[src/rtl/loader_pkg.sv]
package loader_pkg;

   localparam int OPC_W = 5;

   typedef enum logic [1:0] {
      ST_IDLE  = 2'd0,
      ST_SHIFT = 2'd1,
      ST_EXEC  = 2'd2
   } ld_state_e;

   localparam logic [OPC_W-1:0] OP_LOAD_DATA = 5'h02;
   localparam logic [OPC_W-1:0] OP_ERASE     = 5'h10;
   localparam logic [OPC_W-1:0] OP_PROGRAM   = 5'h07;
   localparam logic [OPC_W-1:0] OP_READBACK  = 5'h0A;
   localparam logic [OPC_W-1:0] OP_LOAD_ARCH = 5'h15;

endpackage

[src/rtl/loader_fsm.sv]
module loader_fsm
   import loader_pkg::*;
(
   input  logic      tck,
   input  logic      rst_n,
   input  logic      smode,
   output ld_state_e state,
   output logic      first_exec
);

   ld_state_e state_q, state_d;
   logic      first_q;

   always_comb begin
      state_d = state_q;
      if (smode) begin
         unique case (state_q)
            ST_IDLE:  state_d = ST_SHIFT;
            ST_SHIFT: state_d = ST_EXEC;
            ST_EXEC:  state_d = ST_IDLE;
            default:  state_d = ST_IDLE;
         endcase
      end
   end

   always_ff @(posedge tck or negedge rst_n) begin
      if (!rst_n) begin
         state_q <= ST_IDLE;
         first_q <= 1'b0;
      end else begin
         state_q <= state_d;
         first_q <= (state_q == ST_SHIFT) && smode;
      end
   end

   assign state      = state_q;
   assign first_exec = first_q;

   // a zero mode sample keeps the state
   p_hold_state_r2: assert property (@(posedge tck) disable iff (!rst_n)
      !smode |=> $stable(state_q));

   // a one mode sample always moves the state
   p_advance_r1: assert property (@(posedge tck) disable iff (!rst_n)
      smode |=> (state_q != $past(state_q)));

   // the one-shot flag is only seen in execute
   p_first_in_exec_r1: assert property (@(posedge tck) disable iff (!rst_n)
      first_q |-> (state_q == ST_EXEC));

endmodule

[src/rtl/loader_shreg.sv]
module loader_shreg #(
   parameter int W = 8
) (
   input  logic         tck,
   input  logic         rst_n,
   input  logic         shift_en,
   input  logic         sin,
   input  logic         load_en,
   input  logic [W-1:0] load_val,
   output logic [W-1:0] q
);

   if (W < 2) begin : g_bad_width
      $error("loader_shreg: W must be at least 2");
   end

   logic [W-1:0] q_r;

   always_ff @(posedge tck or negedge rst_n) begin
      if (!rst_n)        q_r <= '0;
      else if (load_en)  q_r <= load_val;
      else if (shift_en) q_r <= {sin, q_r[W-1:1]};
   end

   assign q = q_r;

   p_idle_hold_r2: assert property (@(posedge tck) disable iff (!rst_n)
      (!shift_en && !load_en) |=> $stable(q_r));

endmodule

[src/rtl/serial_cfg_loader.sv]
module serial_cfg_loader
   import loader_pkg::*;
#(
   parameter int COL_BITS      = 132,
   parameter int ADDR_W        = 6,
   parameter int CELLS         = 10,
   parameter int BITS_PER_CELL = 2,
   parameter bit SDO_ON_FALL   = 1'b1
) (
   input  logic                         tck,
   input  logic                         rst_n,
   input  logic                         sdi,
   input  logic                         smode,
   output logic                         sdo,
   output logic [ADDR_W-1:0]            cfg_addr,
   output logic [COL_BITS-1:0]          cfg_wdata,
   output logic                         cfg_we,
   output logic                         cfg_erase,
   input  logic [COL_BITS-1:0]          cfg_rdata,
   output logic [CELLS*BITS_PER_CELL-1:0] arch_cfg
);

   localparam int DR_W = COL_BITS + ADDR_W;
   localparam int AR_W = CELLS * BITS_PER_CELL;

   if (COL_BITS < 1 || ADDR_W < 1 || AR_W < 2) begin : g_bad_params
      $error("serial_cfg_loader: column, address and architecture widths must be positive");
   end

   ld_state_e        state;
   logic             first_exec;
   logic [OPC_W-1:0] ir_q;
   logic [DR_W-1:0]  dr_q;
   logic [AR_W-1:0]  ar_q;
   logic             in_exec, exec_shift;
   logic             ir_shift, dr_shift, dr_load, ar_shift;

   loader_fsm u_fsm (
      .tck        (tck),
      .rst_n      (rst_n),
      .smode      (smode),
      .state      (state),
      .first_exec (first_exec)
   );

   assign in_exec    = (state == ST_EXEC);
   assign exec_shift = in_exec && !smode;
   assign ir_shift   = (state == ST_SHIFT) && !smode;
   assign dr_load    = in_exec && first_exec && (ir_q == OP_READBACK);
   assign dr_shift   = exec_shift && ((ir_q == OP_LOAD_DATA) ||
                                      ((ir_q == OP_READBACK) && !first_exec));
   assign ar_shift   = exec_shift && (ir_q == OP_LOAD_ARCH);

   loader_shreg #(.W(OPC_W)) u_ir (
      .tck      (tck),
      .rst_n    (rst_n),
      .shift_en (ir_shift),
      .sin      (sdi),
      .load_en  (1'b0),
      .load_val ({OPC_W{1'b0}}),
      .q        (ir_q)
   );

   loader_shreg #(.W(DR_W)) u_dr (
      .tck      (tck),
      .rst_n    (rst_n),
      .shift_en (dr_shift),
      .sin      (sdi),
      .load_en  (dr_load),
      .load_val ({dr_q[DR_W-1:COL_BITS], cfg_rdata}),
      .q        (dr_q)
   );

   loader_shreg #(.W(AR_W)) u_ar (
      .tck      (tck),
      .rst_n    (rst_n),
      .shift_en (ar_shift),
      .sin      (sdi),
      .load_en  (1'b0),
      .load_val ({AR_W{1'b0}}),
      .q        (ar_q)
   );

   assign cfg_addr  = dr_q[DR_W-1:COL_BITS];
   assign cfg_wdata = dr_q[COL_BITS-1:0];
   assign cfg_we    = in_exec && first_exec && (ir_q == OP_PROGRAM);
   assign cfg_erase = in_exec && first_exec && (ir_q == OP_ERASE);
   assign arch_cfg  = ar_q;

   logic sdo_q;
   if (SDO_ON_FALL) begin : g_sdo_fall
      always_ff @(negedge tck or negedge rst_n) begin
         if (!rst_n) sdo_q <= 1'b0;
         else        sdo_q <= dr_q[0];
      end
   end else begin : g_sdo_rise
      always_ff @(posedge tck or negedge rst_n) begin
         if (!rst_n) sdo_q <= 1'b0;
         else        sdo_q <= dr_q[0];
      end
   end
   assign sdo = sdo_q;

   // one write per execute visit
   p_single_write_r5: assert property (@(posedge tck) disable iff (!rst_n)
      cfg_we |=> !cfg_we);

   // one erase per execute visit
   p_single_erase_r8: assert property (@(posedge tck) disable iff (!rst_n)
      cfg_erase |=> !cfg_erase);

   // the instruction only moves in the shift state
   p_ir_frozen_r3: assert property (@(posedge tck) disable iff (!rst_n)
      (state != ST_SHIFT) |=> $stable(ir_q));

   // architecture bits only move under their own instruction
   p_arch_hold_r7: assert property (@(posedge tck) disable iff (!rst_n)
      (ir_q != OP_LOAD_ARCH) |=> $stable(ar_q));

   // the data register only moves in execute
   p_dr_hold_r4: assert property (@(posedge tck) disable iff (!rst_n)
      !in_exec |=> $stable(dr_q));

endmodule

[config.mk]
export PLATFORM = sky130hd
export DESIGN_NAME = serial_cfg_loader
export DESIGN_NICKNAME = d
export VERILOG_FILES = /design/src/rtl/loader_pkg.sv /design/src/rtl/loader_fsm.sv /design/src/rtl/loader_shreg.sv /design/src/rtl/serial_cfg_loader.sv
export SDC_FILE = /design/constraint.sdc
export NUM_CORES = 1
export LEC_CHECK = 0
export BUFFER_PORTS_ARGS = -buffer_cell sky130_fd_sc_hd__buf_2
export CORE_MARGIN = 5
export CORE_UTILIZATION = 43
export DETAILED_ROUTE_END_ITERATION = 16
export PLACE_DENSITY = 0.71
export SETUP_SLACK_MARGIN = 0.5
export SYNTH_ARGS = -nofsm -noshare
export SYNTH_HDL_FRONTEND = slang
export SYNTH_SLANG_ARGS = --single-unit
[constraint.sdc]
create_clock -name tck -period 2 [get_ports tck]
set_clock_uncertainty 0.1 [all_clocks]
set_input_delay 0.1 -clock tck [delete_from_list [all_inputs] [get_ports tck]]
set_output_delay 0.1 -clock tck [all_outputs]
set_load 0.05 [all_outputs]
Yosys cells after proc, flatten, opt, wreduce, memory -nomap -nowiden. Index checks and enable logic that the tools add are counted.

Bits of input ports: 136. Output and inout port bits: 161. Bits in latches: 0. Memories kept: 0. RAM bits: 0. ROM bits: 0. Bits in registers: 167.

$mul: 0. Shifts and indexed selects: 0. Order comparisons: 0. Add/sub/neg operators: 0. Muxes and demuxes: 3. Bitwise logic cells: 1. Reduce and logical (&&, ||, !) cells: 16. Divide/modulo/power cells: 0. Equal/unequal tests: 7.

Operators by type and width (count): 132-bit two-way mux (2); 5-bit == test (second input constant) (2); 1-bit logical AND (10); 5-bit by 2-bit == test with 1-bit output (second input constant) (1); 5-bit by 3-bit == test with 1-bit output (second input constant) (1); 5-bit by 4-bit == test with 1-bit output (second input constant) (1); 2-bit one-hot mux with 2 select lines (1); 2-bit by 1-bit == test with 1-bit output (second input constant) (1); 2-bit == test (second input constant) (1); 1-bit zero test (2); 2-bit zero test (1); 2-bit AND reduction (1); 2-bit nonzero test (1); 1-bit logical OR (1); 1-bit inverter (1).

Longest topological paths before layout.
Word-level depth: 6. Depth in mapped cells: 6.

Hierarchy. A second synthesis with hierarchy kept.

Cell total of the unflattened synthesis: 731. Area total of the unflattened synthesis: 7848.8 sq um.

By module, submodules not included: loader_shreg (u_dr) (instances 1, cells each 599, sequential area each 3453.3 sq um, area each 6428.7 sq um); loader_shreg (u_ar) (instances 1, cells each 86, sequential area each 500.5 sq um, area each 924.6 sq um); loader_shreg (u_ir) (instances 1, cells each 22, sequential area each 125.1 sq um, area each 235.2 sq um); serial_cfg_loader (instances 1, cells each 16, sequential area each 25.0 sq um, area each 150.1 sq um); loader_fsm (instances 1, cells each 8, sequential area each 75.1 sq um, area each 110.1 sq um).

==> impl_metrics.csv <==
group,metric,value,unit
placed_design,dpl.hpwl,14300,um
final_layout,layout.nets,1174,
setup_path,critical_path_class,"reg2out",
setup_path,required,1.80,ns
final_layout,fillers,725,
pwr,pwr-share-comb,38.9,%
min_path,min_path_cells,3,
pwr,p_leak,5.44,nW
synth,async_flop_share,100,%
pwr,switching_share,38.3,%
sta,maxSlewViolCount,0,
drt,firstDrtPassIters,5,
drt,wirelength,35400,um
clocking,clock_path_buffers,2,
setup_path,worst-path-max-fanout,1,
synth,syn_area,6940,um2
grt,grt_max_degree,133,
clocking,cts_buffers,17,
setup_path,slowest_delay,0.40,ns
sta,grt_setup_unrepaired,"true",
synth,syn_nets,680,
final_layout,layout_common_cells,"buf_2 (291), dfrtp_1 (162), dlygate4sd3_1 (134)",
setup_path,crit_family,"flip-flops",
placed_design,port_buffers,296,
floorplanning,die_w,137,um
outcome,status,"finished, violations left",
grt,grt_pass1_vias,8599,
setup_path,end_kind,"output pin",
sta,setup-tns-final,-0.146,ns
grt,antenna_found_initial,2,
setup_path,cpMaxStageDelayCell,"dfrtn_1",
floorplanning,core_area,15900,um2
drt,drc,0,
floorplanning,dieArea,18800,um2
synth,synth_ff_type,"dfrtp_1",
clocking,cts-root-buf,"clkbuf_16",
synth,synth_cell_types,21,
pwr,pwr_density_cell,999,nW/um2
setup_path,r2r-end,"u_dr.q[25]",
sta,worst_pin_slew,0.805,ns
synth,yosys_warnings,0,
sta,final-hold-violation-count,0,
sta,holdWs,0.0585,ns
pwr,power_frac_clock,28.0,%
floorplanning,io_pins,297,
clocking,clkTransAtPathRegs,0.06,ns
pwr,peakVddDrop,0.776,mV
setup_path,timing.rr.start,"u_ir.q[2]",
final_layout,area_growth,95.7,%
clocking,clock-sinks,167,
min_path,hp-start,"cfg_rdata[108]",
drt,ant_nets,0,
grt,gr-total-overflow,0,
pwr,p_total,13.6,mW
setup_path,path_cells,"buf_6",
floorplanning,start_util,43.7,%
setup_path,cp.buffers_inverters,1,
drt,wl_per_cell,27.9,um
sta,finalSetupViolations,1,
drt,drt-vias-per-instance,6.31,
clocking,h-tree-depth,4,
final_layout,post_route_cells_drive_above_1_share,58.3,%
synth,avgSynthCellArea,12.8,um2
setup_path,reg2reg_slack,0.02,ns
synth,ys_ff_latch,167,
sta,slew_headroom,46.3,%
min_path,hold_path.class,"in2reg",
floorplanning,placementRows,46,
clocking,clkLatencyLatePin,0.42,ns
drt,dr.first_iter.drc_count,761,
grt,grt_usage,35.7,%
outcome,failed_checks,"setup timing",
flow_run,drv_cap,0,
setup_path,worst_r2r_path_depth,9,
clocking,cts_tree,"done",
pwr,power.internal,8.38,mW
drt,via_count,8007,
synth,synth_enable_flop_cells,0,
pwr,sequentialPowerShare,33.0,%
min_path,holdPathEnd,"u_dr.q[108]",
placed_design,routabilityCongestion,0.780,
setup_path,crit_arrival,1.95,ns
setup_path,cp-start-kind,"flip-flop",
sta,setup_ws,-0.146,ns
synth,yosysSeqAreaShare,60.2,%
pwr,p_switching,5.19,mW
final_layout,final_common_cell,"buf_2",
floorplanning,die_h,137,um
grt,grt_pass1_wl,50400,um
synth,synth_cells,544,
==> Yosys cell counts, types with 2 or more instances <==
cell,n,share of area (%)
dfrtp_1,166,60
clkbuf_1,40,2.2
buf_4,8,0.87
a2bb2oi_1,132,17
buf_2,12,0.87
nand2b_1,2,0.18
o22ai_1,132,12
nor3b_1,5,0.54
a21o_1,2,0.22
nor3_1,2,0.14
mux2_2,32,5.2
inv_1,2,0.11
==> flip-flops by register name, summed over array words and instances, names as in the netlist <==
register          flops
u_ir.q                5
u_ar.q               20
u_dr.q              138
u_fsm.state           2
u_fsm.first_exec      1
sdo                   1
==> power by group through the flow <==
stage / Sequential (mW) / Clock (mW) / Combinational (mW)
finish: 4.48 / 3.81 / 5.28
detailed placement: 4.37 / 0 / 3.65
CTS: 4.38 / 3.78 / 4.89
global placement: 4.35 / 0 / 3.58
global route: 4.52 / 3.96 / 5.44
floorplan: 5.68 / 0 / 1.27
==> logic make-up after synthesis <==
kind of cell | share of synthesized area, %
buffers and inverters | 4.00
AND/OR/NAND/NOR | 1.46
AO/OA/AOI/OAI | 29.2
flip-flops | 60.2
multiplexers | 5.19
==> metrics by stage <==
step | util (%) | instance area (um2) | std cells | worst slack (ns)
after floorplan | - | 7160 | 544 | 0.149
after global placement | 55.2 | 8770 | 1009 | 0.172
after detailed placement | 55.2 | 8770 | 1009 | 0.119
after CTS | 83.7 | 13300 | 1254 | -0.158
after global routing | 85.6 | 13600 | 1268 | -0.181
final | 85.6 | 13600 | 1268 | -0.146
==> layer usage <==
metal | vias to the layer above | global-route usage (%) | wire length, um
li1 | 3207 | - | -
met1 | 3997 | 41.6 | 12700
met2 | 638 | 59.4 | 17400
met3 | 165 | 10.3 | 3470
met4 | 0 | 19.4 | 1790
met5 | - | 0 | 0
==> worst max-delay path by stage <==
stage	to	depth (start not counted)	start
final	sdo	1	sdo
after global placement	sdo	1	sdo
after CTS	sdo	1	sdo
after detailed placement	u_dr.q[135]	3	u_ir.q[0]
after floorplan	sdo	0	sdo
after global routing	sdo	1	sdo
==> area by class of cell <==
cell class | instances | area (um2) | area share [%]
repair buffers | 535 | 4890 | 36.0
diodes | 2 | 5.00 | 0.0368
flip-flops and latches | 167 | 4180 | 30.8
clock inverters | 11 | 223 | 1.64
multi-input cells | 315 | 3570 | 26.2
inverters | 2 | 7.51 | 0.0552
well taps | 216 | 270 | 1.99
clock buffers | 20 | 447 | 3.29
==> repair_timing <==
item,4_1_cts,5_1_grt
setup endpoints to repair,162,167
cloned,34,4
pin swaps,34,35
endpoints found under the hold margin,303,0
gates resized for setup,214,19
hold buffers,134,0
buffers inserted,46,8
No activity file was read; power rests on OpenSTA's default activity.
